<file path="src/rtl/par2ser_pkg.sv">
package par2ser_pkg;

  // Elaboration-time check of the mode/ratio pair.
  function automatic bit cfg_supported(bit ddr, int ratio);
    if (ddr) return (ratio == 4) || (ratio == 6) || (ratio == 8) || (ratio == 10);
    return (ratio >= 2) && (ratio <= 8);
  endfunction

  // Bits emitted per fast-clock cycle.
  function automatic int lanes_of(bit ddr);
    return ddr ? 2 : 1;
  endfunction

  // Fast cycles per word period.
  function automatic int steps_of(bit ddr, int ratio);
    return ratio / lanes_of(ddr);
  endfunction

  // Fast-clock edges from the load edge to the edge that registers bit 0.
  function automatic int latency_of(bit ddr, int ratio);
    int lat;
    lat = 1;
    if (ddr) begin
      case (ratio)
        6:       lat = 3;
        8, 10:   lat = 4;
        default: lat = 1;
      endcase
    end else begin
      case (ratio)
        3:       lat = 3;
        4, 5:    lat = 4;
        6, 7:    lat = 5;
        8:       lat = 6;
        default: lat = 1;
      endcase
    end
    return lat;
  endfunction

endpackage

</file>
<file path="src/rtl/par2ser_capture.sv">
module par2ser_capture #(
  parameter int W = 8
) (
  input  logic         clk,
  input  logic         rst,
  input  logic         load,
  input  logic [W-1:0] din,
  output logic [W-1:0] word_q
);
  always_ff @(posedge clk) begin
    if (rst)       word_q <= '0;
    else if (load) word_q <= din;
  end
endmodule

</file>
<file path="src/rtl/par2ser_delay.sv">
module par2ser_delay #(
  parameter int DEPTH = 1
) (
  input  logic clk,
  input  logic rst,
  input  logic strobe_in,
  output logic strobe_out
);
  logic [DEPTH-1:0] stage_q;

  always_ff @(posedge clk) begin
    if (rst) stage_q[0] <= 1'b0;
    else     stage_q[0] <= strobe_in;
  end

  for (genvar i = 1; i < DEPTH; i++) begin : g_stage
    always_ff @(posedge clk) begin
      if (rst) stage_q[i] <= 1'b0;
      else     stage_q[i] <= stage_q[i-1];
    end
  end

  assign strobe_out = stage_q[DEPTH-1];
endmodule

</file>
<file path="src/rtl/par2ser_shift.sv">
module par2ser_shift #(
  parameter int W     = 8,
  parameter int LANES = 1,
  parameter int STEPS = 8,
  localparam int CW   = (STEPS > 1) ? $clog2(STEPS) : 1
) (
  input  logic          clk,
  input  logic          rst,
  input  logic          launch,
  input  logic [W-1:0]  word,
  input  logic          oce,
  output logic          ser_rise,
  output logic          ser_fall,
  output logic          emit,
  output logic [CW-1:0] step_cnt
);
  logic [W-1:0]     sh_q;
  logic [LANES-1:0] group;
  logic             more;

  assign more  = (step_cnt != '0);
  assign emit  = launch | more;
  assign group = launch ? word[LANES-1:0] : sh_q[LANES-1:0];

  always_ff @(posedge clk) begin
    if (rst) begin
      sh_q     <= '0;
      step_cnt <= '0;
    end else if (launch) begin
      sh_q     <= {{LANES{1'b0}}, word[W-1:LANES]};
      step_cnt <= CW'(STEPS - 1);
    end else if (more) begin
      sh_q     <= {{LANES{1'b0}}, sh_q[W-1:LANES]};
      step_cnt <= step_cnt - 1'b1;
    end
  end

  always_ff @(posedge clk) begin
    if (rst)              ser_rise <= 1'b0;
    else if (emit && oce) ser_rise <= group[0];
  end

  if (LANES == 2) begin : g_ddr
    always_ff @(posedge clk) begin
      if (rst)              ser_fall <= 1'b0;
      else if (emit && oce) ser_fall <= group[LANES-1];
    end
  end else begin : g_sdr
    assign ser_fall = 1'b0;
  end
endmodule

</file>
<file path="src/rtl/par2ser_lane.sv">
module par2ser_lane
  import par2ser_pkg::*;
#(
  parameter bit DDR   = 1'b0,
  parameter int RATIO = 8
) (
  input  logic             clk,
  input  logic             rst,
  input  logic             load,
  input  logic [RATIO-1:0] din,
  input  logic             oce,
  output logic             ser_rise,
  output logic             ser_fall
);
  localparam int LANES = lanes_of(DDR);
  localparam int STEPS = steps_of(DDR, RATIO);
  localparam int LAT   = latency_of(DDR, RATIO);
  localparam int CW    = (STEPS > 1) ? $clog2(STEPS) : 1;

  // reject unsupported configurations at elaboration
  if (!cfg_supported(DDR, RATIO)) begin : g_bad_cfg
    $error("par2ser_lane: unsupported mode/ratio pair");
  end

  logic [RATIO-1:0] word_q;
  logic             launch;
  logic             emit;
  logic [CW-1:0]    step_cnt;

  par2ser_capture #(.W(RATIO)) u_capture (
    .clk    (clk),
    .rst    (rst),
    .load   (load),
    .din    (din),
    .word_q (word_q)
  );

  par2ser_delay #(.DEPTH(LAT)) u_delay (
    .clk        (clk),
    .rst        (rst),
    .strobe_in  (load),
    .strobe_out (launch)
  );

  par2ser_shift #(.W(RATIO), .LANES(LANES), .STEPS(STEPS)) u_shift (
    .clk      (clk),
    .rst      (rst),
    .launch   (launch),
    .word     (word_q),
    .oce      (oce),
    .ser_rise (ser_rise),
    .ser_fall (ser_fall),
    .emit     (emit),
    .step_cnt (step_cnt)
  );
endmodule

</file>
<file path="config.mk">
export PLATFORM = sky130hd
export DESIGN_NAME = par2ser_lane
export DESIGN_NICKNAME = d
export VERILOG_FILES = /design/src/rtl/par2ser_pkg.sv /design/src/rtl/par2ser_capture.sv /design/src/rtl/par2ser_delay.sv /design/src/rtl/par2ser_shift.sv /design/src/rtl/par2ser_lane.sv
export SDC_FILE = /design/constraint.sdc
export NUM_CORES = 1
export LEC_CHECK = 0
export BUFFER_PORTS_ARGS = -buffer_cell sky130_fd_sc_hd__buf_2
export CAP_MARGIN = 10
export CORE_MARGIN = 1.5
export CORE_UTILIZATION = 25
export DETAILED_ROUTE_END_ITERATION = 8
export GPL_TIMING_DRIVEN = 0
export PLACE_DENSITY = 0.42
export SYNTH_ARGS = -nofsm -noshare
export SYNTH_HDL_FRONTEND = slang
export SYNTH_SLANG_ARGS = --single-unit
</file>
<file path="constraint.sdc">
create_clock -name clk -period 1.4 [get_ports clk]
set_clock_uncertainty 0.1 [all_clocks]
set_input_delay 0.07 -clock clk [delete_from_list [all_inputs] [get_ports clk]]
set_output_delay 0.07 -clock clk [all_outputs]
set_load 0.03 [all_outputs]
</file>
# --- Word level (Yosys, flattened, before mapping) ---
# Cells that the tools add are included.
totals:
  in_bits: 12
  ff_bits: 25
  out_inout_bits: 2
  wordCells: 20
op_classes:
  addsub: 1
  mux: 5
  n_bitwise: 1
  n_reduce_logical: 3
ops:
  columns: ["cell", "count"]
  rows:
  - ["two-way mux 7 bit", 2]
  - ["two-way mux 3 bit", 2]
  - ["nonzero test 3 bit", 1]
  - ["subtractor 3 x 1 -> 3 bit, second input constant", 1]
  - ["nonzero test 2 bit", 1]
  - ["logical AND 1 bit", 1]
  - ["two-way mux 1 bit", 1]
  - ["bitwise OR 1 bit", 1]

# --- Logic depth before layout (Yosys ltp) ---
logic_depth:
  depth_word: 3
  mapped_depth: 6
  depth_no_buf: 5

# --- Modules after synthesis ---
# From an unflattened synthesis, not the netlist that was laid out.
hier_totals:
  hier_cells: 92
  area_unflattened_um2: 973.4
modules_own_cells:
  columns: ["mod", "n_inst", "area_per_inst_um2", "cells_per_inst", "seq_area_each_um2"]
  rows:
  - ["par2ser_shift", 1, 530.5, 54, 220.2]
  - ["par2ser_capture", 1, 285.3, 26, 160.2]
  - ["par2ser_delay", 1, 157.7, 12, 120.1]

# --- Least setup slack after synthesis ---
# OpenSTA, ideal clock, no wires.
synth_path:
  kind: "register to register"
  startpoint: "register u_shift.step_cnt[0]"
  endpoint: "register u_shift.step_cnt[1]"
  path_stages_with_launch: 7
  synth_period_minus_slack_ns: 1.429
  t_required_ns: 1.230
  setup_slack_ns: -0.029
  t_arrival_ns: 1.258
  cell_sequence: "dfxtp_1 -> inv_1 -> ha_1 -> nand2b_4 -> buf_6 -> mux2_2 -> a21oi_1"
synth_via:
  elab_chain_cells: 3
  elab_cells_between_ends: 5
  classes_between: "1 x add/sub; 2 x mux; 2 x reduce/logical"
synth_rtl:
  columns: ["item", "line", "rtl"]
  rows:
  - ["start: declaration", "par2ser_shift.sv:15", "output logic [CW-1:0] step_cnt"]
  - ["start signal: assignment", "par2ser_shift.sv:31", "step_cnt <= CW'(STEPS - 1);"]
  - ["start signal: assignment", "par2ser_shift.sv:34", "step_cnt <= step_cnt - 1'b1;"]
  - ["subtractor 3 x 1 -> 3 bit", "par2ser_shift.sv:34", null]
  - ["two-way mux 3 bit", "par2ser_shift.sv:32", "end else if (more) begin"]
  - ["two-way mux 3 bit", "par2ser_shift.sv:29", "end else if (launch) begin"]
# Parallel ways exist; a longest one is shown, timed or not. The select of a mux whose other input is x is not followed.
# A chain may end at the register's enable or synchronous reset.

# --- Final worst setup path ---
layout_path:
  startpoint: "register u_shift.step_cnt[1]"
  endpoint: "register u_shift.ser_rise"
layout_via:
  elab_chain_cells: 3
layout_rtl:
  columns: ["item", "line", "rtl"]
  rows:
  - ["nonzero test 3 bit", "par2ser_shift.sv:21", "assign more = (step_cnt != '0);"]
  - ["bitwise OR 1 bit", "par2ser_shift.sv:22", "assign emit = launch | more;"]
  - ["logical AND 1 bit", "par2ser_shift.sv:40", "else if (emit && oce) ser_rise <= group[0];"]
  - ["end signal: assignment", "par2ser_shift.sv:40", null]
  - ["end: declaration", "par2ser_shift.sv:12", "output logic ser_rise,"]
# Every way passes these cells.

==> reports/summary.md <==
The run finished with clean final reports. The average vias per placed instance was 4.226. Hold timing on the final database bottoms out at a slack of 0.07875 ns. In the layout the commonest cells are sky130_fd_sc_hd__dfxtp_1 (23), sky130_fd_sc_hd__mux2i_1 (16), sky130_fd_sc_hd__nor2_1 (15). For the final routed DRC violation total, the log shows 0. The cell count of the worst hold path was 2; the placement row count was 22.

The data required time at the worst endpoint came out at 1.44 ns. The critical path goes through inv_2 -> ha_4 -> or3b_4 -> a21oi_2 -> a311oi_2. The tools report the number of DRC markers in iteration 0 as 10. TritonCTS built the clock tree. Routability-driven placement finished with a final weighted congestion of 0.5885.

The width of the chip is 65.12 um. Average wire per standard cell: 10.65 um. For the max-cap check violation count, the log shows 0.

The post-synthesis sequential element count was 25; the share of the synthesized area in the top cell type was 51.88%. The first global-routing pass estimated 3111 um of wire. The via total after detailed routing is 710.

Type of origin of the critical path: a flip-flop. By area the synthesized netlist is led by sky130_fd_sc_hd__dfxtp_1 (52%), sky130_fd_sc_hd__mux2i_1 (17%), sky130_fd_sc_hd__nor2_1 (5.8%). The total overflow left after global routing is 0. At the later pin of the worst-skew pair, clock insertion delay measures 0.27 ns.

For the final hold violation count, the log shows 0. The minimum clock period came out at 1.367 ns. The final count of pins violating max slew was 0; the post-synthesis instance area was 964.7 um2.

Dividing the synthesized area by the synthesized cell count gives 10.49 um2. The post-synth net total is 106, and the setup-violating endpoint count in the final report is 0. The total wire length is 1789 um, and the post-detailed-placement half-perimeter wirelength is 1209 um. The count of input and output buffers is 11, and the cell area reported after detailed placement is 0.001082 mm2. Number of sinks driven by the clock tree: 25.

Setup repair after global routing could not meet its margin everywhere. The count of yosys warnings during synthesis was 0; the power density over the cells was 1552 mW/mm2. Of the synthesized area, sequential elements account for 51.88%. Antenna cell count: 0. Across the VDD grid, the largest voltage drop is 0.0006491 V. Entering global routing, the biggest net connects 15 pins. The longest clock path from root to sink contains 2 buffers. The count of nets left with antenna violations after detail routing was 0; the total track usage was 9.706%. The worst setup path is captured at a flip-flop.

Class of the most critical hold timing path: in -> reg. The number of global-route vias before repair was 729. The final layout contains 135 nets.

The largest fanout on the critical path was 3. The ratio of cells with drive above 1 in the final layout is 26.67%, and the post-route cell area is 0.001285 mm2. The buffers plus inverters on the worst setup path is 1. The clock edge transition at the registers on the reported setup and hold paths works out to 0.08 ns. The relative slew slack was 64.51%; the starting density of the core was 26.15%. CTS placed an instance of sky130_fd_sc_hd__clkbuf_8 at the clock tree root. Static timing analysis puts the maximum clock frequency at 0.7317 GHz.

The tools report the initial antenna violation count as 0. For the pin with the worst max-slew slack, the measured transition is 0.5323 ns. The run gives 1 as the H-tree depth reported by CTS. For the worst setup path, the data arrival time is 1.40 ns. Floorplan die height: 65.12 um. Before antenna repair, the detailed router went through 4 iterations.

For this run, the slowest stage of the critical path takes 0.39 ns. Synthesis produced a netlist whose cell count is 92. Buffers inserted during clock tree synthesis total 3. Among all stages on the critical path, the largest delay is contributed by sky130_fd_sc_hd__or3b_4.

Counting distinct cell types in the post-synthesis netlist gives 19. After floorplanning, the core was sized to cover 0.003689 mm2. The setup total negative slack was 0 ns. Most common cell after layout, fill and taps aside: sky130_fd_sc_hd__dfxtp_1. During I/O placement, the number of pins put on the boundary was 14. The area growth from synthesis to final layout is 33.20%, and the worst reg2reg path depth is 5.

Among cell families on the critical path, the largest total delay comes from simple AND/OR/NAND/NOR gates. Cell type with the highest aggregate area in the netlist: sky130_fd_sc_hd__dfxtp_1. The period utilization was 97.62%. Category of the most critical setup path: reg -> reg.

The critical path runs through a total of 5 cells. The logs give 0.004241 mm2 for the die area and 0.5464 nW for the cell leakage power.
-- cells by family after synthesis --
family | after synthesis | share of synthesized area [%]
XOR/XNOR | 1 | 0.9081
buffers and inverters | 9 | 4.929
AND/OR/NAND/NOR | 25 | 13.36
adder cells (fa/ha/maj) | 2 | 2.594
other | 1 | 0.3887
multiplexers | 17 | 17.77
AO/OA/AOI/OAI | 12 | 8.171
flip-flops | 25 | 51.88
-- routing by layer --
layer,track usage [%],vias to the layer above,part of all wire (%)
li1,-,366,-
met1,11.23,327,47
met2,17.40,15,48
met3,3.082,2,4.8
met4,2.344,0,0.56
met5,0,-,0
-- where the power goes --
| group | leakage [nW] | switching [mW] | internal [mW] |
|---|---|---|---|
| Combinational | 0.316 | 0.296 | 0.448 |
| Sequential | 0.205 | 0.0438 | 0.783 |
| Clock | 0.0255 | 0.224 | 0.199 |
| Total | 0.546 | 0.565 | 1.43 |
-- synth_stat cells --
master	n
sky130_fd_sc_hd__inv_1	3
sky130_fd_sc_hd__dfxtp_1	25
sky130_fd_sc_hd__buf_6	1
sky130_fd_sc_hd__conb_1	1
sky130_fd_sc_hd__nand2b_4	1
sky130_fd_sc_hd__xnor2_1	1
sky130_fd_sc_hd__nor2b_1	6
sky130_fd_sc_hd__mux2i_1	16
sky130_fd_sc_hd__ha_1	2
sky130_fd_sc_hd__a211oi_1	6
sky130_fd_sc_hd__nand2_1	1
sky130_fd_sc_hd__clkbuf_1	2
sky130_fd_sc_hd__a21oi_1	5
sky130_fd_sc_hd__nor2_1	15
sky130_fd_sc_hd__mux2_2	1
sky130_fd_sc_hd__a311oi_1	1
sky130_fd_sc_hd__buf_2	2
sky130_fd_sc_hd__or3b_1	2
sky130_fd_sc_hd__buf_4	1
-- what timing repair did --
item,CTS,global route
hold endpoints to repair,14,0
pin swaps,1,3
gates resized for setup,3,5
hold buffers,10,0
endpoints found under the setup margin,3,4
buffers inserted,3,1
-- per-stage QoR --
| step | std cells | setup slack [ns] | power [mW] | util (%) |
|---|---|---|---|---|
| after floorplan | 92 | 0.01486 | 1.279 | - |
| after global placement | 151 | -0.04769 | 1.360 | 29.34 |
| after detailed placement | 151 | -0.07407 | 1.375 | 29.34 |
| after CTS | 167 | 0.005243 | 1.962 | 34.23 |
| after global routing | 168 | -0.02227 | 2.118 | 34.84 |
| final | 168 | 0.03338 | 1.995 | 34.84 |
-- flip-flops by register name, indices dropped and copies added, names as in the netlist --
signal / flops
u_shift.sh_q: 7
u_capture.word_q: 8
u_shift.ser_rise: 1
u_shift.step_cnt: 3
u_delay.stage_q: 5
u_delay.strobe_out: 1
-- path summary, 6_finish.rpt --
path,startpoint,end,slack (ns)
setup / recovery,u_shift.step_cnt[1]$_SDFFE_PP0P_,u_shift.ser_rise$_SDFFE_PP0P_,0.03
hold / removal,load,u_delay.stage_q[0]$_SDFF_PP0_,0.08
setup reg to reg,u_shift.step_cnt[1]$_SDFFE_PP0P_,u_shift.ser_rise$_SDFFE_PP0P_,0.03
hold reg to reg,u_delay.stage_q[1]$_SDFF_PP0_,u_delay.stage_q[2]$_SDFF_PP0_,0.34
-- final cells by class --
cell class	count	area [um2]
inverters	3	11.26
flip-flops and latches	25	503.0
fillers	410	2404
clock buffers	3	41.29
clock inverters	1	5.005
plain buffers	5	25.02
well taps	48	60.06
repair buffers	25	197.7
multi-input cells	58	441.7
-- worst reg2reg max path, stage by stage, from the launching register on --
cell and delay [ns]:
sky130_fd_sc_hd__dfxtp_2 0.32, sky130_fd_sc_hd__inv_2 0.08, sky130_fd_sc_hd__ha_4 0.16, sky130_fd_sc_hd__or3b_4 0.39
sky130_fd_sc_hd__a21oi_2 0.14, sky130_fd_sc_hd__a311oi_2 0.05
Note: power is estimated with default switching activity, not from simulation.
